--- config.mk ---
export PLATFORM = sky130hd
export DESIGN_NAME = reg_unlock_gate
export DESIGN_NICKNAME = d
export VERILOG_FILES = /design/src/rtl/unlock_pkg.sv /design/src/rtl/ulk_key_seq.sv /design/src/rtl/ulk_wr_gate.sv /design/src/rtl/ulk_demo_reg.sv /design/src/rtl/reg_unlock_gate.sv
export SDC_FILE = /design/constraint.sdc
export NUM_CORES = 1
export LEC_CHECK = 0
export ABC_AREA = 1
export ABC_CLOCK_PERIOD_IN_PS = 1700
export BUFFER_PORTS_ARGS = -buffer_cell sky130_fd_sc_hd__buf_2
export CAP_MARGIN = 20
export CORE_MARGIN = 4
export CORE_UTILIZATION = 30
export CTS_CLUSTER_DIAMETER = 150
export DETAILED_ROUTE_END_ITERATION = 8
export PLACE_DENSITY = 0.75
export SYNTH_ARGS = -nofsm -noshare
export SYNTH_HDL_FRONTEND = slang
export SYNTH_SLANG_ARGS = --single-unit
export TNS_END_PERCENT = 5
--- constraint.sdc ---
create_clock -name clk -period 1.7 [get_ports clk]
set_clock_uncertainty 0.15 [all_clocks]
set_input_delay 0.425 -clock clk [delete_from_list [all_inputs] [get_ports clk]]
set_output_delay 0.425 -clock clk [all_outputs]
set_load 0.02 [all_outputs]
--- src/rtl/unlock_pkg.sv ---
package unlock_pkg;
   typedef enum logic [1:0] {
      ST_LOCKED = 2'd0,
      ST_KEY1   = 2'd1,
      ST_KEY2   = 2'd2,
      ST_OPEN   = 2'd3
   } ulk_state_e;
endpackage

--- src/rtl/ulk_key_seq.sv ---
module ulk_key_seq
   import unlock_pkg::*;
#(
   parameter logic [7:0] KEY_A = 8'h59,
   parameter logic [7:0] KEY_B = 8'h16,
   parameter logic [7:0] KEY_C = 8'h88
) (
   input  logic       clk,
   input  logic       rst_n,
   input  logic       key_wr,
   input  logic [7:0] key_byte,
   output logic       unlocked
);
   generate
      if (KEY_A == KEY_B || KEY_A == KEY_C) begin : g_bad_key
         $error("ulk_key_seq: first key byte must differ from the others");
      end
   endgenerate

   ulk_state_e state_q, state_d;

   always_comb begin
      state_d = state_q;
      if (key_wr) begin
         if (key_byte == KEY_A) begin
            state_d = ST_KEY1;
         end else begin
            case (state_q)
               ST_KEY1: state_d = (key_byte == KEY_B) ? ST_KEY2 : ST_LOCKED;
               ST_KEY2: state_d = (key_byte == KEY_C) ? ST_OPEN : ST_LOCKED;
               default: state_d = ST_LOCKED;
            endcase
         end
      end
   end

   always_ff @(posedge clk or negedge rst_n) begin
      if (!rst_n) state_q <= ST_LOCKED;
      else        state_q <= state_d;
   end

   assign unlocked = (state_q == ST_OPEN);

   AST_UNLOCK_NEEDS_LAST_KEY: assert property (@(posedge clk) disable iff (!rst_n)
      $rose(unlocked) |-> $past(key_wr && key_byte == KEY_C));
   AST_RESTART_ON_FIRST_KEY: assert property (@(posedge clk) disable iff (!rst_n)
      (key_wr && key_byte == KEY_A) |=> (state_q == ST_KEY1));
   AST_KEY_WRITE_RELOCKS: assert property (@(posedge clk) disable iff (!rst_n)
      (unlocked && key_wr) |=> !unlocked);
   AST_IDLE_HOLDS_STATE: assert property (@(posedge clk) disable iff (!rst_n)
      !key_wr |=> $stable(state_q));
endmodule

--- src/rtl/ulk_wr_gate.sv ---
module ulk_wr_gate #(
   parameter int unsigned     ADDR_W   = 12,
   parameter logic [ADDR_W-1:0] KEY_ADDR = 12'h100
) (
   input  logic              bus_wr,
   input  logic [ADDR_W-1:0] bus_addr,
   input  logic              unlocked,
   output logic              key_wr,
   output logic              wr_qual
);
   logic key_hit;
   assign key_hit = (bus_addr == KEY_ADDR);
   assign key_wr  = bus_wr && key_hit;
   assign wr_qual = bus_wr && !key_hit && unlocked;
endmodule

--- src/rtl/ulk_demo_reg.sv ---
module ulk_demo_reg #(
   parameter int unsigned       ADDR_W    = 12,
   parameter int unsigned       DATA_W    = 32,
   parameter int unsigned       DEMO_W    = 9,
   parameter logic [ADDR_W-1:0] DEMO_ADDR = 12'h018
) (
   input  logic              clk,
   input  logic              rst_n,
   input  logic              wr_qual,
   input  logic [ADDR_W-1:0] bus_addr,
   input  logic [DATA_W-1:0] bus_wdata,
   output logic [DEMO_W-1:0] q
);
   always_ff @(posedge clk or negedge rst_n) begin
      if (!rst_n)                               q <= '0;
      else if (wr_qual && bus_addr == DEMO_ADDR) q <= bus_wdata[DEMO_W-1:0];
   end
endmodule

--- src/rtl/reg_unlock_gate.sv ---
module reg_unlock_gate #(
   parameter int unsigned ADDR_W    = 12,
   parameter int unsigned DATA_W    = 32,
   parameter int unsigned DEMO_W    = 9,
   parameter logic [ADDR_W-1:0] KEY_ADDR  = 12'h100,
   parameter logic [ADDR_W-1:0] DEMO_ADDR = 12'h018,
   parameter logic [7:0] KEY_A = 8'h59,
   parameter logic [7:0] KEY_B = 8'h16,
   parameter logic [7:0] KEY_C = 8'h88
) (
   input  logic              clk,
   input  logic              rst_n,
   input  logic              bus_wr,
   input  logic [ADDR_W-1:0] bus_addr,
   input  logic [DATA_W-1:0] bus_wdata,
   output logic [DATA_W-1:0] bus_rdata,
   output logic              unlocked,
   output logic              prot_wr_en,
   output logic [DEMO_W-1:0] demo_q
);
   localparam int unsigned KEY_W = 8;

   generate
      if (DATA_W < KEY_W) begin : g_bad_data_w
         $error("reg_unlock_gate: data width below key width");
      end
      if (DEMO_W == 0 || DEMO_W > DATA_W) begin : g_bad_demo_w
         $error("reg_unlock_gate: example register width out of range");
      end
      if (KEY_ADDR == DEMO_ADDR) begin : g_bad_addr
         $error("reg_unlock_gate: key and example addresses overlap");
      end
   endgenerate

   logic key_wr;

   ulk_wr_gate #(.ADDR_W(ADDR_W), .KEY_ADDR(KEY_ADDR)) u_gate (
      .bus_wr   (bus_wr),
      .bus_addr (bus_addr),
      .unlocked (unlocked),
      .key_wr   (key_wr),
      .wr_qual  (prot_wr_en)
   );

   ulk_key_seq #(.KEY_A(KEY_A), .KEY_B(KEY_B), .KEY_C(KEY_C)) u_seq (
      .clk      (clk),
      .rst_n    (rst_n),
      .key_wr   (key_wr),
      .key_byte (bus_wdata[KEY_W-1:0]),
      .unlocked (unlocked)
   );

   ulk_demo_reg #(.ADDR_W(ADDR_W), .DATA_W(DATA_W), .DEMO_W(DEMO_W),
                  .DEMO_ADDR(DEMO_ADDR)) u_demo (
      .clk       (clk),
      .rst_n     (rst_n),
      .wr_qual   (prot_wr_en),
      .bus_addr  (bus_addr),
      .bus_wdata (bus_wdata),
      .q         (demo_q)
   );

   always_comb begin
      bus_rdata = '0;
      if (bus_addr == KEY_ADDR)       bus_rdata[0]          = unlocked;
      else if (bus_addr == DEMO_ADDR) bus_rdata[DEMO_W-1:0] = demo_q;
   end

   AST_LOCKED_DEMO_HOLDS: assert property (@(posedge clk) disable iff (!rst_n)
      !unlocked |=> $stable(demo_q));
   AST_NO_QUAL_WHEN_LOCKED: assert property (@(posedge clk) disable iff (!rst_n)
      !unlocked |-> !prot_wr_en);
   AST_KEY_NEVER_QUALIFIED: assert property (@(posedge clk) disable iff (!rst_n)
      (bus_wr && bus_addr == KEY_ADDR) |-> !prot_wr_en);
   AST_STATUS_ONLY_BIT0: assert property (@(posedge clk) disable iff (!rst_n)
      (bus_addr == KEY_ADDR) |-> (bus_rdata[DATA_W-1:1] == '0));
endmodule

Word level (Yosys, flattened, before mapping)
Index checks and enable logic that the tools add are counted.
{"block": "totals", "register_bits": 11, "input_bits": 47, "out_inout_bits": 43, "elab_cells": 22}
{"block": "op_classes", "n_eq_ne": 8, "mux": 7, "n_reduce_logical": 5}
{"cell": "$eq 12x5->1 const B", "n": 1}
{"cell": "$eq 12x9->1 const B", "n": 1}
{"cell": "$mux 9", "n": 1}
{"cell": "$eq 8x5->1 const B", "n": 1}
{"cell": "$eq 8x7->1 const B", "n": 1}
{"cell": "$eq 8x8->1 const B", "n": 1}
{"cell": "$mux 8", "n": 1}
{"cell": "$mux 2", "n": 3}
{"cell": "$eq 2x2->1 const B", "n": 2}
{"cell": "$logic_and 1x1->1", "n": 4}
{"cell": "$pmux 2 s2", "n": 1}
{"cell": "$eq 2x1->1 const B", "n": 1}
{"cell": "$logic_not 1->1", "n": 1}
{"cell": "$mux 1", "n": 1}

Depth between registers and ports, before layout
{"block": "depth", "word_depth": 5, "depth_mapped": 8, "depth_no_buf": 8}

Modules after synthesis
Synthesis repeated with hierarchy kept, for this count alone.
{"block": "unflattened", "hier_cells": 178, "area_unflattened_um2": 1116.1}
{"mod": "ulk_demo_reg", "n_inst": 1, "cells_per_inst": 49, "area_each_um2": 426.7, "seq_area_each_um2": 225.2}
{"mod": "reg_unlock_gate", "n_inst": 1, "cells_per_inst": 60, "area_each_um2": 337.8, "seq_area_each_um2": 0.0}
{"mod": "ulk_key_seq", "n_inst": 1, "cells_per_inst": 40, "area_each_um2": 240.2, "seq_area_each_um2": 50.0}
{"mod": "ulk_wr_gate", "n_inst": 1, "cells_per_inst": 29, "area_each_um2": 111.4, "seq_area_each_um2": 0.0}

Worst setup path after synthesis
OpenSTA, ideal clock, no wires.
{"block": "synth_timing", "path_kind": "in2out", "start": "in bus_addr[1]", "end": "out bus_rdata[1]", "t_arrival_ns": 1.262, "required_time_ns": 1.125, "setup_slack_ns": -0.137, "stages": 5, "n_path_buf": 0, "path_cell_list": "nor2_1 -> nand2_1 -> nor2_2 -> nand2_1 -> nor2_1"}
{"block": "synth_between", "elab_chain_len": 3, "elab_cells_between_ends": 4, "classes_between": "2 x eq/ne; 2 x mux"}
{"item": "start: declaration", "line": "reg_unlock_gate.sv:14", "rtl": "input logic [ADDR_W-1:0] bus_addr,"}
{"item": "$eq 12x5->1", "line": "reg_unlock_gate.sv:66", "rtl": "else if (bus_addr == DEMO_ADDR) bus_rdata[DEMO_W-1:0] = demo_q;"}
{"item": "$mux 9", "line": "reg_unlock_gate.sv:66"}
{"item": "$mux 8 (*)", "line": "reg_unlock_gate.sv:65", "rtl": "if (bus_addr == KEY_ADDR) bus_rdata[0] = unlocked;"}
{"item": "end: declaration", "line": "reg_unlock_gate.sv:16", "rtl": "output logic [DATA_W-1:0] bus_rdata,"}
Mark *: on every way between the ends. The rest lies on a longest branch, timed or not.

Worst setup path in the final report
{"block": "layout_timing", "start": "in bus_addr[11]", "end": "out bus_rdata[0]"}
{"block": "layout_between", "elab_chain_len": 3, "elab_cells_between_ends": 4, "classes_between": "2 x eq/ne; 2 x mux"}
{"item": "$eq 12x5->1", "line": "reg_unlock_gate.sv:66"}
{"item": "$mux 9", "line": "reg_unlock_gate.sv:66"}
{"item": "$mux 1 (*)", "line": "reg_unlock_gate.sv:65"}
Marks and branches as above.

==> flow_summary.toml <==
[status]
outcome = "finished, violations left"
violations = "setup timing"

[place]
place_ws_ps = -252
place.gp.congestion = 0.870
place.detailed.hpwl_um = 1870
placed_cell_area_um2 = 1270
total_of_buffers_placed_on_input_and_output_ports = 43

[power_and_ir_drop]
power.leakage_nw = 0.785
p_int_mw = 0.399
post-layout-total-power_mw = 0.589
clk_network_pwr_share = 0.307
power_switching_share = 0.322
ir_drop_mv = 0.122
total_switching_power_mw = 0.189
power.density_nw_per_um2 = 406
power.combinational.fraction = 0.249
sequential_power_share = 0.444

[yosys]
synth_seq_cells = 11
synth_seq_area_share = 0.277
synthDominantAreaCellType = "dfrtp_1"
portion_of_synthesized_cell_area_occupied_by_the_leading_cell_type = 0.277
synthesis.instances = 145
ys_warn_count = 0
netlist_area_um2 = 995
synth.area.top_cells = "dfrtp_1 (28%), buf_4 (17%), nand2_1 (11%)"
avgSynthCellArea_um2 = 6.86
ys_types = 20

[setup_path]
worst-path-max-fanout = 4
reg2reg_setup_slack_ps = 170
r2r-end = "u_demo.q[5]"
arrival_ps = 1320
rr_startpoint = "u_seq.state_q[0]"
setup.worst_path.end_class = "output port"
critical_path_required_ps = 1120
setup.worst_path.start_class = "input pin"
timing.setup.critical_path_class = "input pin to output port"
r2r.worst_path.cells = 5

[global_routing]
number_of_global_route_vias_before_repair = 896
grt_start_max_net_pins = 19
gr-usage-all-layers = 0.115
globalRoute.totalOverflow = 0
antenna_violations_before_repair = 0
grt_first_pass_wirelength_um = 3930

[final_layout]
post_layout_utilization_of_the_core = 0.467
num-fill-cells = 320
design.final.nets = 249
drive_above_1_share = 0.439
antenna_cells_inserted = 0
finish.instance_area_um2 = 1450
area.growth.synth_to_final_pct = 45.8

[drt]
drt_first_iter_violations = 32
num_vias = 980
detail_route.first_pass.iterations = 4
drt-total-wl_um = 2470
detail_route.vias_per_cell = 4.05
drtAntennaViolNets = 0
drt-wirelength-per-cell_um = 10.2
route.detailed.drc = 0

[timing]
finalCritPeriodShare = 1.11
hold_ws_ps = 246
grt_setup_unrepaired = "yes"
finalSetupViolCount = 10
slew_viol_final = 0
hold_viol_final = 0
post-route-worst-setup-slack_ps = -192
max_freq_mhz = 529
layout_min_cycle_time_ps = 1890

[clock_network]
cts-buffers-inserted = 3
number_of_sinks_handled_by_clock_tree_synthesis = 11
cts_htree_levels = 1
clk_root_buffer_cell = "clkbuf_4"
cts_tree = "yes"
clkLatencyLatePin_ps = 270
clk_transition_reported_paths_ps = 70
clock_path_buffers = 2

[floorplan]
dieWidth_um = 65.6
die-height_um = 65.6
design.portCount = 90
core.rowCount = 20
fp.dieArea_um2 = 4300
initial_util = 0.321
coreArea_um2 = 3100

[min_path]
worstHoldPathCells = 3
hold_class = "input pin to flip-flop"
hold-path-endpoint = "u_demo.q[8]"
origin_of_the_worst_min_delay_path = "bus_wdata[8]"

[job]
drv.max_cap_violation_count = 0
cells in the final DEF (no fill, tap or decap):
cell	netlist	final
nor2_2	2	3
nand2_1	30	25
and2_2	1	1
dfrtp_1	11	11
nand2_2	1	5
nand2_8	0	1
o21ai_0	2	2
nor2_1	28	17
nor3_4	0	1
clkbuf_1	0	1
and3_4	0	1
nand3_1	4	4
buf_4	23	7
nand3b_4	1	1
buf_6	1	13
ha_2	0	1
ha_1	3	2
buf_2	0	30
nor2_4	0	10
conb_1	1	23
nor3_1	1	1
o21ai_2	9	9
clkbuf_4	0	3
inv_1	22	22
inv_2	1	1
nand4_1	2	2
dlygate4sd3_1	0	1
worst max-delay path, cell delays in order:
cell and delay (ps):
buf_2 110, nor2_4 80, nand2_2 60, nor2_4 200, and3_4 220, nand2_2 50, nand2_2 50, buf_6 110
kinds of logic after synthesis:
group	synth area share
AND/OR/NAND/NOR	0.321
adder cells (fa/ha/maj)	0.0377
AO/OA/AOI/OAI	0.0893
flip-flops	0.277
other	0.00377
buffers and inverters	0.272
power by group through the flow:
stage / sequential [mW] / combinational (mW) / clock [mW]
2_1_floorplan: 0.267 / 0.114 / 0
3_3_place_gp: 0.267 / 0.121 / 0
3_5_place_dp: 0.267 / 0.123 / 0
4_1_cts: 0.261 / 0.136 / 0.183
5_1_grt: 0.261 / 0.160 / 0.202
6_report: 0.261 / 0.147 / 0.181
layer usage:
metal,global-route usage,up-vias,share of wire
li1,-,494,-
met1,0.136,447,0.36
met2,0.206,35,0.55
met3,0.0188,4,0.083
met4,0.0466,0,0.015
met5,0,-,0
cells in the mapped netlist (all sizes together):
cell	instances
nand3	4
conb	1
nand2	31
dfrtp	11
nor3	2
ha	3
o21ai	11
nand4	2
buf	24
nor2	30
and3	1
and2	1
inv	23
nand3b	1
how the worst max path moves through the flow:
stage | startpoint | endpoint | slack [ps]
after global placement | bus_addr[1] | bus_rdata[0] | -240
after global routing | bus_addr[11] | bus_rdata[0] | -260
after detailed placement | bus_addr[1] | bus_rdata[0] | -250
after CTS | bus_addr[0] | bus_rdata[0] | -210
final | bus_addr[11] | bus_rdata[0] | -190
after floorplan | bus_addr[8] | bus_rdata[6] | -40
through the flow:
step / cells / TNS, ps
after floorplan: 167 / -152
after global placement: 235 / -2500
after detailed placement: 235 / -2690
after CTS: 241 / -1820
after global routing: 242 / -2750
final: 242 / -1700
timing repair:
| action | in CTS | in global routing |
|---|---|---|
| setup endpoints to repair | 10 | 13 |
| gates resized for setup | 25 | 10 |
| hold endpoints to repair | 11 | 0 |
| buffers inserted | 1 | 1 |
| gates cloned | 0 | 0 |
| pin swaps | 5 | 7 |
| hold buffers | 1 | 0 |
state kept, by name, summed over array words and instances, names as in the netlist:
register,cells
u_seq.state_q,2
u_demo.q,9
layout make-up:
| type | count | area [µm²] | share of cell area |
|---|---|---|---|
| clock buffers | 4 | 26.3 | 0.0181 |
| inverters | 23 | 86.3 | 0.0595 |
| multi-input cells | 109 | 648 | 0.447 |
| flip-flops and latches | 11 | 275 | 0.190 |
| well taps | 44 | 55.1 | 0.0380 |
| repair buffers | 51 | 359 | 0.248 |
Power figures use the tool's default switching activity.
